--- src/rtl/mrd_pkg.sv ---
// Package: shared encodings and configuration index map for the decoder.
// Assumes: byte-wide configuration port with a 5-bit index.
package mrd_pkg;
    // Attribute field: bit 0 routes reads to DRAM, bit 1 routes writes to DRAM.
    typedef enum logic [1:0] {
        ATTR_OFF = 2'b00,
        ATTR_RD  = 2'b01,
        ATTR_WR  = 2'b10,
        ATTR_RW  = 2'b11
    } attr_e;

    // Fixed-hole selection code.
    typedef enum logic [1:0] {
        HOLE_NONE = 2'b00,
        HOLE_LOW  = 2'b01,
        HOLE_HIGH = 2'b10,
        HOLE_RSVD = 2'b11
    } hole_e;

    localparam int CFG_IDX_W     = 5;
    localparam int CFG_DATA_W    = 8;
    localparam int ATTR_BYTES    = 7;
    localparam int CFG_ATTR_BASE = 0;
    localparam int CFG_BND_BASE  = 8;
    localparam int CFG_HOLE_IDX  = 16;
endpackage

--- src/rtl/mrd_cfg_regs.sv ---
// Module: configuration store for attributes, row limits and the hole code.
// Assumes: one write per cycle; unmapped indices are dropped silently.
module mrd_cfg_regs
    import mrd_pkg::*;
#(
    parameter int ROWS  = 8,
    parameter int BND_W = 8
) (
    input  logic                                  clk,
    input  logic                                  rst_n,
    input  logic                                  cfg_we,
    input  logic [CFG_IDX_W-1:0]                  cfg_idx,
    input  logic [CFG_DATA_W-1:0]                 cfg_wdata,
    output logic [ATTR_BYTES-1:0][CFG_DATA_W-1:0] attr_q,
    output logic [ROWS-1:0][BND_W-1:0]            bnd_q,
    output hole_e                                 hole_q
);
    genvar gi;

    // Attribute bytes, one register per index.
    generate
        for (gi = 0; gi < ATTR_BYTES; gi++) begin : g_attr
            // Store an attribute byte when its index is written.
            always_ff @(posedge clk) begin
                if (!rst_n)
                    attr_q[gi] <= '0;
                else if (cfg_we && cfg_idx == CFG_IDX_W'(CFG_ATTR_BASE + gi))
                    attr_q[gi] <= cfg_wdata;
            end
        end

        for (gi = 0; gi < ROWS; gi++) begin : g_bnd
            // Store a row limit when its index is written.
            always_ff @(posedge clk) begin
                if (!rst_n)
                    bnd_q[gi] <= '0;
                else if (cfg_we && cfg_idx == CFG_IDX_W'(CFG_BND_BASE + gi))
                    bnd_q[gi] <= cfg_wdata[BND_W-1:0];
            end
        end
    endgenerate

    // Store the hole code from the low two bits of its index.
    always_ff @(posedge clk) begin
        if (!rst_n)
            hole_q <= HOLE_NONE;
        else if (cfg_we && cfg_idx == CFG_IDX_W'(CFG_HOLE_IDX))
            hole_q <= hole_e'(cfg_wdata[1:0]);
    end

    logic stray_idx;
    assign stray_idx = (cfg_idx >= CFG_IDX_W'(CFG_ATTR_BASE + ATTR_BYTES) &&
                        cfg_idx <  CFG_IDX_W'(CFG_BND_BASE)) ||
                       (cfg_idx >= CFG_IDX_W'(CFG_BND_BASE + ROWS) &&
                        cfg_idx != CFG_IDX_W'(CFG_HOLE_IDX));

    a_r10_limit_write: assert property (@(posedge clk) disable iff (!rst_n)
        cfg_we && cfg_idx == CFG_IDX_W'(CFG_BND_BASE) |=> bnd_q[0] == $past(cfg_wdata[BND_W-1:0]));

    a_r10_stray_write: assert property (@(posedge clk) disable iff (!rst_n)
        cfg_we && stray_idx |=> $stable(bnd_q) && $stable(attr_q) && $stable(hole_q));
endmodule

--- src/rtl/mrd_legacy_route.sv ---
// Module: finds the attribute field for a legacy-window address and applies it.
// Assumes: the window is 0xC0000-0xFFFFF; outside it the result is unused.
module mrd_legacy_route
    import mrd_pkg::*;
#(
    parameter int ADDR_W = 32
) (
    input  logic [ADDR_W-1:0]                     addr,
    input  logic                                  is_write,
    input  logic [ATTR_BYTES-1:0][CFG_DATA_W-1:0] attr_q,
    output logic                                  in_legacy,
    output logic                                  allow
);
    logic       in_bios;
    logic [3:0] seg;
    logic [2:0] byte_sel;
    logic       upper_half;
    attr_e      field;

    // Window and segment decode.
    always_comb begin
        in_legacy  = (addr[ADDR_W-1:20] == '0) && (addr[19:18] == 2'b11);
        in_bios    = (addr[17:16] == 2'b11);
        seg        = addr[17:14];
        byte_sel   = in_bios ? 3'd0 : 3'd1 + {1'b0, seg[3:1]};
        upper_half = in_bios ? 1'b1 : seg[0];
    end

    // Pick the field half and apply the read or write permission bit.
    always_comb begin
        field = upper_half ? attr_e'(attr_q[byte_sel][5:4])
                           : attr_e'(attr_q[byte_sel][1:0]);
        allow = is_write ? field[1] : field[0];
    end
endmodule

--- src/rtl/mrd_hole_check.sv ---
// Module: reports whether an address falls inside the enabled fixed hole.
// Assumes: ADDR_W is above 24, so both hole ranges fit.
module mrd_hole_check
    import mrd_pkg::*;
#(
    parameter int ADDR_W = 32
) (
    input  logic              clk,
    input  logic              rst_n,
    input  logic [ADDR_W-1:0] addr,
    input  hole_e             hole_q,
    output logic              in_hole
);
    logic in_low, in_high;

    // Range compares for both holes, then selection by the code.
    always_comb begin
        in_low  = addr[ADDR_W-1:17] == (ADDR_W-17)'(4);
        in_high = addr[ADDR_W-1:20] == (ADDR_W-20)'(15);
        unique case (hole_q)
            HOLE_LOW:  in_hole = in_low;
            HOLE_HIGH: in_hole = in_high;
            default:   in_hole = 1'b0;
        endcase
    end

    a_r9_reserved_open: assert property (@(posedge clk) disable iff (!rst_n)
        hole_q == HOLE_RSVD |-> !in_hole);
endmodule

--- src/rtl/mrd_row_find.sv ---
// Module: priority search for the lowest row whose limit lies above the address.
// Assumes: limits are in units of 2**ROW_SHIFT bytes and ADDR_W-ROW_SHIFT >= BND_W.
module mrd_row_find #(
    parameter int ADDR_W    = 32,
    parameter int ROWS      = 8,
    parameter int BND_W     = 8,
    parameter int ROW_SHIFT = 23,
    localparam int ROW_W    = $clog2(ROWS),
    localparam int UP_W     = ADDR_W - ROW_SHIFT
) (
    input  logic                       clk,
    input  logic                       rst_n,
    input  logic [ADDR_W-1:0]          addr,
    input  logic [ROWS-1:0][BND_W-1:0] bnd_q,
    output logic [ROW_W-1:0]           row,
    output logic                       in_range
);
    logic [UP_W-1:0] unit_addr;
    logic [ROWS-1:0] below;
    genvar gi;

    assign unit_addr = addr[ADDR_W-1:ROW_SHIFT];

    // One comparator per row: the address sits under that row's limit.
    generate
        for (gi = 0; gi < ROWS; gi++) begin : g_cmp
            assign below[gi] = unit_addr < UP_W'(bnd_q[gi]);
        end
    endgenerate

    // Lowest set comparator wins; scanning downward lets low rows overwrite.
    always_comb begin
        row = '0;
        for (int i = ROWS - 1; i >= 0; i--) begin
            if (below[i]) row = ROW_W'(i);
        end
        in_range = |below;
    end

    a_r5_row_covers: assert property (@(posedge clk) disable iff (!rst_n)
        in_range |-> unit_addr < UP_W'(bnd_q[row]));

    a_r5_row_lowest: assert property (@(posedge clk) disable iff (!rst_n)
        in_range && row != '0 |-> unit_addr >= UP_W'(bnd_q[row - 1'b1]));

    a_r7_nonempty_row: assert property (@(posedge clk) disable iff (!rst_n)
        in_range && row != '0 |-> bnd_q[row] != bnd_q[row - 1'b1]);

    a_r6_miss_row_zero: assert property (@(posedge clk) disable iff (!rst_n)
        !in_range |-> row == '0);
endmodule

--- src/rtl/mem_route_decoder.sv ---
// Module: top of the legacy-region and DRAM-row decoder.
// Assumes: outputs are combinational in the address; config is registered.
module mem_route_decoder
    import mrd_pkg::*;
#(
    parameter int ADDR_W    = 32,
    parameter int ROWS      = 8,
    parameter int BND_W     = 8,
    parameter int ROW_SHIFT = 23,
    localparam int ROW_W    = $clog2(ROWS)
) (
    input  logic                  clk,
    input  logic                  rst_n,
    input  logic                  cfg_we,
    input  logic [CFG_IDX_W-1:0]  cfg_idx,
    input  logic [CFG_DATA_W-1:0] cfg_wdata,
    input  logic [ADDR_W-1:0]     acc_addr,
    input  logic                  acc_write,
    output logic                  dram_hit,
    output logic [ROW_W-1:0]      row_idx,
    output logic                  miss
);
    logic [ATTR_BYTES-1:0][CFG_DATA_W-1:0] attr_q;
    logic [ROWS-1:0][BND_W-1:0]            bnd_q;
    hole_e                                 hole_q;
    logic                                  in_legacy, allow, in_hole, in_range;
    logic [ROW_W-1:0]                      row;

    mrd_cfg_regs #(.ROWS(ROWS), .BND_W(BND_W)) u_cfg (
        .clk(clk), .rst_n(rst_n), .cfg_we(cfg_we), .cfg_idx(cfg_idx),
        .cfg_wdata(cfg_wdata), .attr_q(attr_q), .bnd_q(bnd_q), .hole_q(hole_q)
    );

    mrd_legacy_route #(.ADDR_W(ADDR_W)) u_legacy (
        .addr(acc_addr), .is_write(acc_write), .attr_q(attr_q),
        .in_legacy(in_legacy), .allow(allow)
    );

    mrd_hole_check #(.ADDR_W(ADDR_W)) u_hole (
        .clk(clk), .rst_n(rst_n), .addr(acc_addr), .hole_q(hole_q), .in_hole(in_hole)
    );

    mrd_row_find #(.ADDR_W(ADDR_W), .ROWS(ROWS), .BND_W(BND_W), .ROW_SHIFT(ROW_SHIFT)) u_rows (
        .clk(clk), .rst_n(rst_n), .addr(acc_addr), .bnd_q(bnd_q),
        .row(row), .in_range(in_range)
    );

    // Merge routing, hole and row coverage into the outputs.
    always_comb begin
        dram_hit = in_range && !in_hole && (!in_legacy || allow);
        miss     = !in_range;
        row_idx  = row;
    end

    a_r6_miss_no_hit: assert property (@(posedge clk) disable iff (!rst_n)
        miss |-> !dram_hit);

    a_r8_hole_no_hit: assert property (@(posedge clk) disable iff (!rst_n)
        in_hole |-> !dram_hit);

    a_r4_plain_hits: assert property (@(posedge clk) disable iff (!rst_n)
        !in_legacy && !in_hole && !miss |-> dram_hit);

    a_r2_denied_no_hit: assert property (@(posedge clk) disable iff (!rst_n)
        in_legacy && !allow |-> !dram_hit);
endmodule

--- config.mk ---
export PLATFORM = sky130hd
export DESIGN_NAME = mem_route_decoder
export DESIGN_NICKNAME = d
export VERILOG_FILES = /design/src/rtl/mrd_pkg.sv /design/src/rtl/mrd_cfg_regs.sv /design/src/rtl/mrd_legacy_route.sv /design/src/rtl/mrd_hole_check.sv /design/src/rtl/mrd_row_find.sv /design/src/rtl/mem_route_decoder.sv
export SDC_FILE = /design/constraint.sdc
export NUM_CORES = 1
export LEC_CHECK = 0
export CAP_MARGIN = 20
export CORE_ASPECT_RATIO = 0.9
export CORE_MARGIN = 5
export CORE_UTILIZATION = 45
export CTS_BUF_LIST = sky130_fd_sc_hd__clkbuf_16
export CTS_CLUSTER_DIAMETER = 30
export DETAILED_ROUTE_END_ITERATION = 16
export GPL_TIMING_DRIVEN = 1
export HOLD_SLACK_MARGIN = 0.03
export PLACE_DENSITY = 0.61
export SKIP_CTS_REPAIR_TIMING = 1
export SLEW_MARGIN = 20
export SYNTH_ARGS = -nofsm -noshare
export SYNTH_HDL_FRONTEND = slang
export SYNTH_HIERARCHICAL = 1
export SYNTH_SLANG_ARGS = --single-unit
--- constraint.sdc ---
create_clock -name clk -period 2.7 [get_ports clk]
set_input_delay 0.405 -clock clk [delete_from_list [all_inputs] [get_ports clk]]
set_output_delay 0.405 -clock clk [all_outputs]
set_load 0.03 [all_outputs]
==> flow_metrics.env, run 1 <==
export IMPL_switchingPower_uw=838
export IMPL_hold_class="input pin to register"
export IMPL_via_count=4585
export IMPL_wl_microns=14400
export IMPL_period_needed_ns=2.79
export IMPL_tns_ns=-0.242
export IMPL_rows=38
export IMPL_synth_avg_cell_area_sq_um=8.81
export IMPL_slew_viol_final=0
export IMPL_final_nets=811
export IMPL_max_clock_path_buffers=2
export IMPL_grt_pass1_vias=4655
export IMPL_gr_usage_all_layers_pct=19.8
export IMPL_ios=54
export IMPL_antenna_left=0
export IMPL_rsz0062_at_grt="true"
export IMPL_worst_path_max_fanout=8
export IMPL_post_place_ws_ns=-0.977
export IMPL_drive_gt1_share_pct=18.9
export IMPL_power_density_mw_per_mm2=462
export IMPL_fill_cells=1136
export IMPL_synth_nets=748
export IMPL_grt_pass1_wl_microns=23000
export IMPL_drcViolationCount=0
export IMPL_p_int_uw=2330
export IMPL_fp_coreArea_sq_mm=0.0122
export IMPL_drtPass1Iterations=5
export IMPL_clkSinkCount=94
export IMPL_fin_crit_sh_pct=103
export IMPL_synthesis_instances=640
export IMPL_multi_input_area_sq_mm=0.00349
export IMPL_htree_levels=3
export IMPL_fp_dieW_microns=128
export IMPL_violations="negative setup slack"
export IMPL_dp_hpwl_microns=10400
export IMPL_cts_tree="yes"
export IMPL_clock_skew_ns=0
export IMPL_grt_remaining_overflow=0
export IMPL_synth_warnings=6
export IMPL_gp_congestion=0.904
export IMPL_layout_setup_ws_ns=-0.0889
export IMPL_numCtsBuffers=9
export IMPL_maxCapViolations=0
export IMPL_tightest_slew_ns=0.830
export IMPL_worstSetupEndpointType="primary output"
export IMPL_placed_cells=848
export IMPL_area_growth_pct=21.8
export IMPL_vdd_drop_max_v=0.000418
export IMPL_vias_per_cell=5.28
export IMPL_die_h_microns=116
export IMPL_sw_frac_of_total_pct=26.4
export IMPL_cts_root_buf="clkbuf_16"
export IMPL_worstPathArrival_ns=2.38
export IMPL_power_leakage_uw=0.00293
export IMPL_die_area_sq_mm=0.0149
export IMPL_crit_type="input pin to primary output"
export IMPL_p_comb_share_pct=16.1
export IMPL_clkLatencyLatePin_ns=0.36
export IMPL_fin_cells=868
export IMPL_p_seq_share_pct=44.2
export IMPL_wire_per_inst_microns=16.6
export IMPL_seq_area_sq_mm=0.00189
export IMPL_syn_area_sq_mm=0.00564
export IMPL_antenna_found_initial=0
export IMPL_drt_iter0_markers=205
export IMPL_start_util_pct=46.3
export IMPL_grt_max_degree=99
export IMPL_antenna_cells=0
export IMPL_hold_viol=0
export IMPL_status="complete, but fails checks"
export IMPL_relSlewSlack_pct=44.6
export IMPL_fmax_ghz=0.359
export IMPL_port_buffers=39
export IMPL_path_clk_slew_ns=0.07
export IMPL_startpoint_type="input pin"
export IMPL_setup_violations=3
export IMPL_cp_data_required_time_ns=2.30
export IMPL_clkPwrFrac_pct=39.8
worst paths after layout:
check,startpoint,end,slack [ns],cells after the start
worst max-delay path,acc_addr[29],dram_hit,-0.09,12
worst max register to register,u_cfg/attr_q[1],u_cfg/attr_q[1],2.02,2
worst min-delay path,rst_n,u_cfg/attr_q[0],0.38,3
worst min register to register,u_cfg/attr_q[40],u_cfg/attr_q[40],0.45,2
placed cells by master (no fill, tap or decap), drive strengths merged, types with 3 or more instances in the layout:
master,instances
a211oi,9
ha,59
clkinv,5
nand3,13
and3,6
a22oi,3
nand4,8
nand2,128
o21a,3
a31oi,4
a21o,9
nor2,10
clkdlybuf4s50,23
and2b,4
nor2b,11
clkbuf,14
o211ai,10
a21oi,26
nand2b,4
nor4,3
nor4b,5
inv,64
mux2i,96
dlymetal6s2s,5
buf,53
o21ai,11
nor3b,3
dfxtp,94
nand3b,4
metrics by stage:
stage	hold slack [ns]	utilization (%)	total power [uW]	area, sq um
CTS	0.370	54.7	3160	6650
detailed placement	0.447	52.3	1900	6360
finish	0.378	56.4	3170	6860
global placement	0.441	52.3	1880	6360
global route	0.376	56.4	3320	6860
floorplan	0.430	-	1680	5640
power by group through the flow:
stage          registers, uW  clock network, uW  logic [uW]
2_1_floorplan           1430                  0         250
3_3_place_gp            1430                  0         452
3_5_place_dp            1430                  0         462
4_1_cts                 1400               1300         465
5_1_grt                 1400               1360         556
6_report                1400               1260         509
cell type report:
class,count,area share (%)
Multi-Input combinational cell,449,50.8
Tap cell,160,2.92
Timing Repair Buffer,86,11.0
Clock buffer,9,3.28
Sequential cell,94,27.6
Inverter,63,3.48
Clock inverter,7,0.930
critical path: stages:
cell      delay (ns)
clkbuf_2        0.18
buf_4           0.18
ha_1            0.29
nand3_1         0.09
o211ai_1        0.19
a21oi_1         0.08
nor2_1          0.13
nand3_1         0.14
or3_4           0.43
inv_4           0.07
a211oi_2        0.03
buf_4           0.17
per-layer routing:
metal / part of all wire [%] / global-route usage (%) / vias to the layer above
met2: 47 / 33.2 / 58
met1: 48 / 25.0 / 2187
met5: 0 / 0 / -
met4: 1.7 / 6.01 / 0
li1: - / - / 2321
met3: 3.6 / 5.49 / 19
sequential cells by signal, indices dropped and copies added, names as in the netlist:
register and flops:
u_cfg/hole_q 2, u_cfg/bnd_q 64, u_cfg/attr_q 28
Note: power is estimated with default switching activity, not from simulation.
==> run 2, diff against run 1 <==
--- a/config.mk
+++ b/config.mk
@@ -13,8 +13,7 @@
 export CTS_CLUSTER_DIAMETER = 30
 export DETAILED_ROUTE_END_ITERATION = 16
 export GPL_TIMING_DRIVEN = 1
-export HOLD_SLACK_MARGIN = 0.03
-export PLACE_DENSITY = 0.61
+export PLACE_DENSITY = 0.64
 export SKIP_CTS_REPAIR_TIMING = 1
 export SLEW_MARGIN = 20
 export SYNTH_ARGS = -nofsm -noshare
==> constraint.sdc (replaced) <==
create_clock -name clk -period 2.4 [get_ports clk]
set_input_delay 0.36 -clock clk [delete_from_list [all_inputs] [get_ports clk]]
set_output_delay 0.36 -clock clk [all_outputs]
set_load 0.03 [all_outputs]
==> flow_metrics.env, run 2 (same netlist as run 1, synthesis figures left out) <==
export IMPL_status="complete, but fails checks"
export IMPL_violations="negative setup slack"
export IMPL_wl_met3_microns=449
export IMPL_crit_path_end="row_idx[0]"
export IMPL_tns_ns=-1.25
export IMPL_largest_register_ffs=64
export IMPL_top_layer="met4"
export IMPL_r2r_end="u_cfg/attr_q[9]"
export IMPL_final_nets=814
export IMPL_gp_congestion=0.911
export IMPL_clock_skew_ns=0
export IMPL_tightest_slew_ns=0.762
export IMPL_layout_commonest_cell="nand2_1"
export IMPL_grt_max_degree=78
export IMPL_maxCapViolations=0
export IMPL_grt_remaining_overflow=0
export IMPL_r2r_cells=2
export IMPL_drt_iter0_markers=200
export IMPL_cp_data_required_time_ns=2.04
export IMPL_drive_gt1_share_pct=22.1
export IMPL_vdd_drop_max_v=0.000524
export IMPL_setup_violations=5
export IMPL_numCtsBuffers=9
export IMPL_layout_setup_ws_ns=-0.325
export IMPL_final_cell_mix="nand2_1 (116), mux2i_1 (96), dfxtp_1 (82), inv_1 (58), ha_1 (47)"
export IMPL_rsz0062_at_grt="true"
export IMPL_critPathLaunch="u_cfg/bnd_q[23]"
export IMPL_final_core_util_pct=58.9
export IMPL_cts_root_buf="clkbuf_16"
export IMPL_clkLatencyLatePin_ns=0.35
export IMPL_port_buffers=39
export IMPL_reg_top3="u_cfg/bnd_q x64, u_cfg/attr_q x28, u_cfg/hole_q x2"
export IMPL_worstSetupEndpointType="primary output"
export IMPL_worstPathArrival_ns=2.36
export IMPL_power_leakage_uw=0.00305
export IMPL_wire_per_inst_microns=16.8
export IMPL_via_count=4644
export IMPL_fin_crit_sh_pct=114
export IMPL_relSlewSlack_pct=49.1
export IMPL_hold_viol=0
export IMPL_slew_viol_final=0
export IMPL_crit_path_top_delay_cell="or3b_1"
export IMPL_grt_pass1_wl_microns=22700
export IMPL_wl_microns=14600
export IMPL_gr_usage_all_layers_pct=19.4
export IMPL_antenna_left=0
export IMPL_die_h_microns=116
export IMPL_area_growth_pct=27.2
export IMPL_max_clock_path_buffers=2
export IMPL_crit_type="register to primary output"
export IMPL_fp_coreArea_sq_mm=0.0122
export IMPL_start_util_pct=46.3
export IMPL_drcViolationCount=0
export IMPL_hold_class="input pin to register"
export IMPL_dp_hpwl_microns=10600
export IMPL_clkSinkCount=94
export IMPL_path_clk_slew_ns=0.06
export IMPL_reg2reg_slack_ns=1.69
export IMPL_critical_path_max_stage_delay_ns=0.37
export IMPL_ios=54
export IMPL_rows=38
export IMPL_htree_levels=3
export IMPL_worst_path_max_fanout=2
export IMPL_die_area_sq_mm=0.0149
export IMPL_drtPass1Iterations=4
export IMPL_fp_dieW_microns=128
export IMPL_r2r_start="u_cfg/attr_q[9]"
export IMPL_path_cells="inv_1 -> ha_4 -> and3_4 -> nand3_2 -> o21a_1 -> nand3b_1 -> or3b_1 -> a31oi_2 -> buf_6"
export IMPL_cts_tree="yes"
export IMPL_vias_per_cell=5.33
export IMPL_antenna_cells=0
export IMPL_startpoint_type="register"
export IMPL_grt_pass1_vias=4594
export IMPL_drt_met1_wl_microns=6700
export IMPL_period_needed_ns=2.72
export IMPL_power_density_mw_per_mm2=530
export IMPL_fmax_ghz=0.367
export IMPL_top_register="u_cfg/bnd_q"
export IMPL_routed_wl_met2_microns=7260
export IMPL_antenna_found_initial=0
-- run 2: area by class of cell --
cell class / count / area, sq um
Clock buffer: 9 / 225
Timing Repair Buffer: 89 / 855
Clock inverter: 7 / 105
Sequential cell: 94 / 1900
Tap cell: 160 / 200
Multi-Input combinational cell: 449 / 3650
Inverter: 63 / 239
Fill cell: 1108 / 5000
-- run 2: per-layer routing --
layer	up-vias	global-route usage, %
li1	2330	-
met1	2232	24.7
met2	64	33.0
met3	18	4.21
met4	0	6.08
met5	-	0
-- run 2: through the flow --
| stage | setup slack [ns] | cell area (sq um) | power, uW | hold WS, ns | std cells |
|---|---|---|---|---|---|
| after floorplan | -0.0111 | 5640 | 1900 | 0.430 | 640 |
| after global placement | -0.734 | 6410 | 2130 | 0.443 | 847 |
| after detailed placement | -0.801 | 6410 | 2140 | 0.443 | 847 |
| after CTS | -0.814 | 6740 | 3730 | 0.396 | 863 |
| after global routing | -0.432 | 7170 | 3930 | 0.423 | 871 |
| final | -0.325 | 7170 | 3800 | 0.407 | 871 |
-- run 2: where the power goes --
part	leakage [uW]	switching, uW	internal (uW)	total, uW
clock network	0.000167	599	1000	1600
logic	0.00211	331	284	615
registers	0.000764	6.29	1570	1580
total	0.00305	936	2860	3800
-- run 2: worst max-delay path, delay by kind of cell, from the launching register on --
family	cells	cell delay, ns
flip-flops	1	0.33
adder cells (fa/ha/maj)	1	0.27
AO/OA/AOI/OAI	2	0.43
AND/OR/NAND/NOR	4	0.76
buffers and inverters	2	0.22
-- run 2: worst min path at each step --
stage               startpoint               to  slack (ns)  depth (start not counted)
2_1_floorplan  u_cfg/bnd_q[24]  u_cfg/bnd_q[24]        0.43                          2
6_report                 rst_n  u_cfg/bnd_q[24]        0.41                          3
4_1_cts                  rst_n  u_cfg/bnd_q[24]        0.40                          3
3_5_place_dp   u_cfg/bnd_q[56]  u_cfg/bnd_q[56]        0.44                          2
3_3_place_gp   u_cfg/bnd_q[43]  u_cfg/bnd_q[43]        0.44                          2
5_1_grt                  rst_n  u_cfg/bnd_q[24]        0.42                          3
==> run 3, diff against run 2 <==
--- a/config.mk
+++ b/config.mk
@@ -13,6 +13,7 @@
 export CTS_CLUSTER_DIAMETER = 30
 export DETAILED_ROUTE_END_ITERATION = 16
 export GPL_TIMING_DRIVEN = 1
+export HOLD_SLACK_MARGIN = 0.03
 export PLACE_DENSITY = 0.64
 export SKIP_CTS_REPAIR_TIMING = 1
 export SLEW_MARGIN = 20
==> results of run 3 <==
Final layout, timing and power as in run 2 (identical DEF).
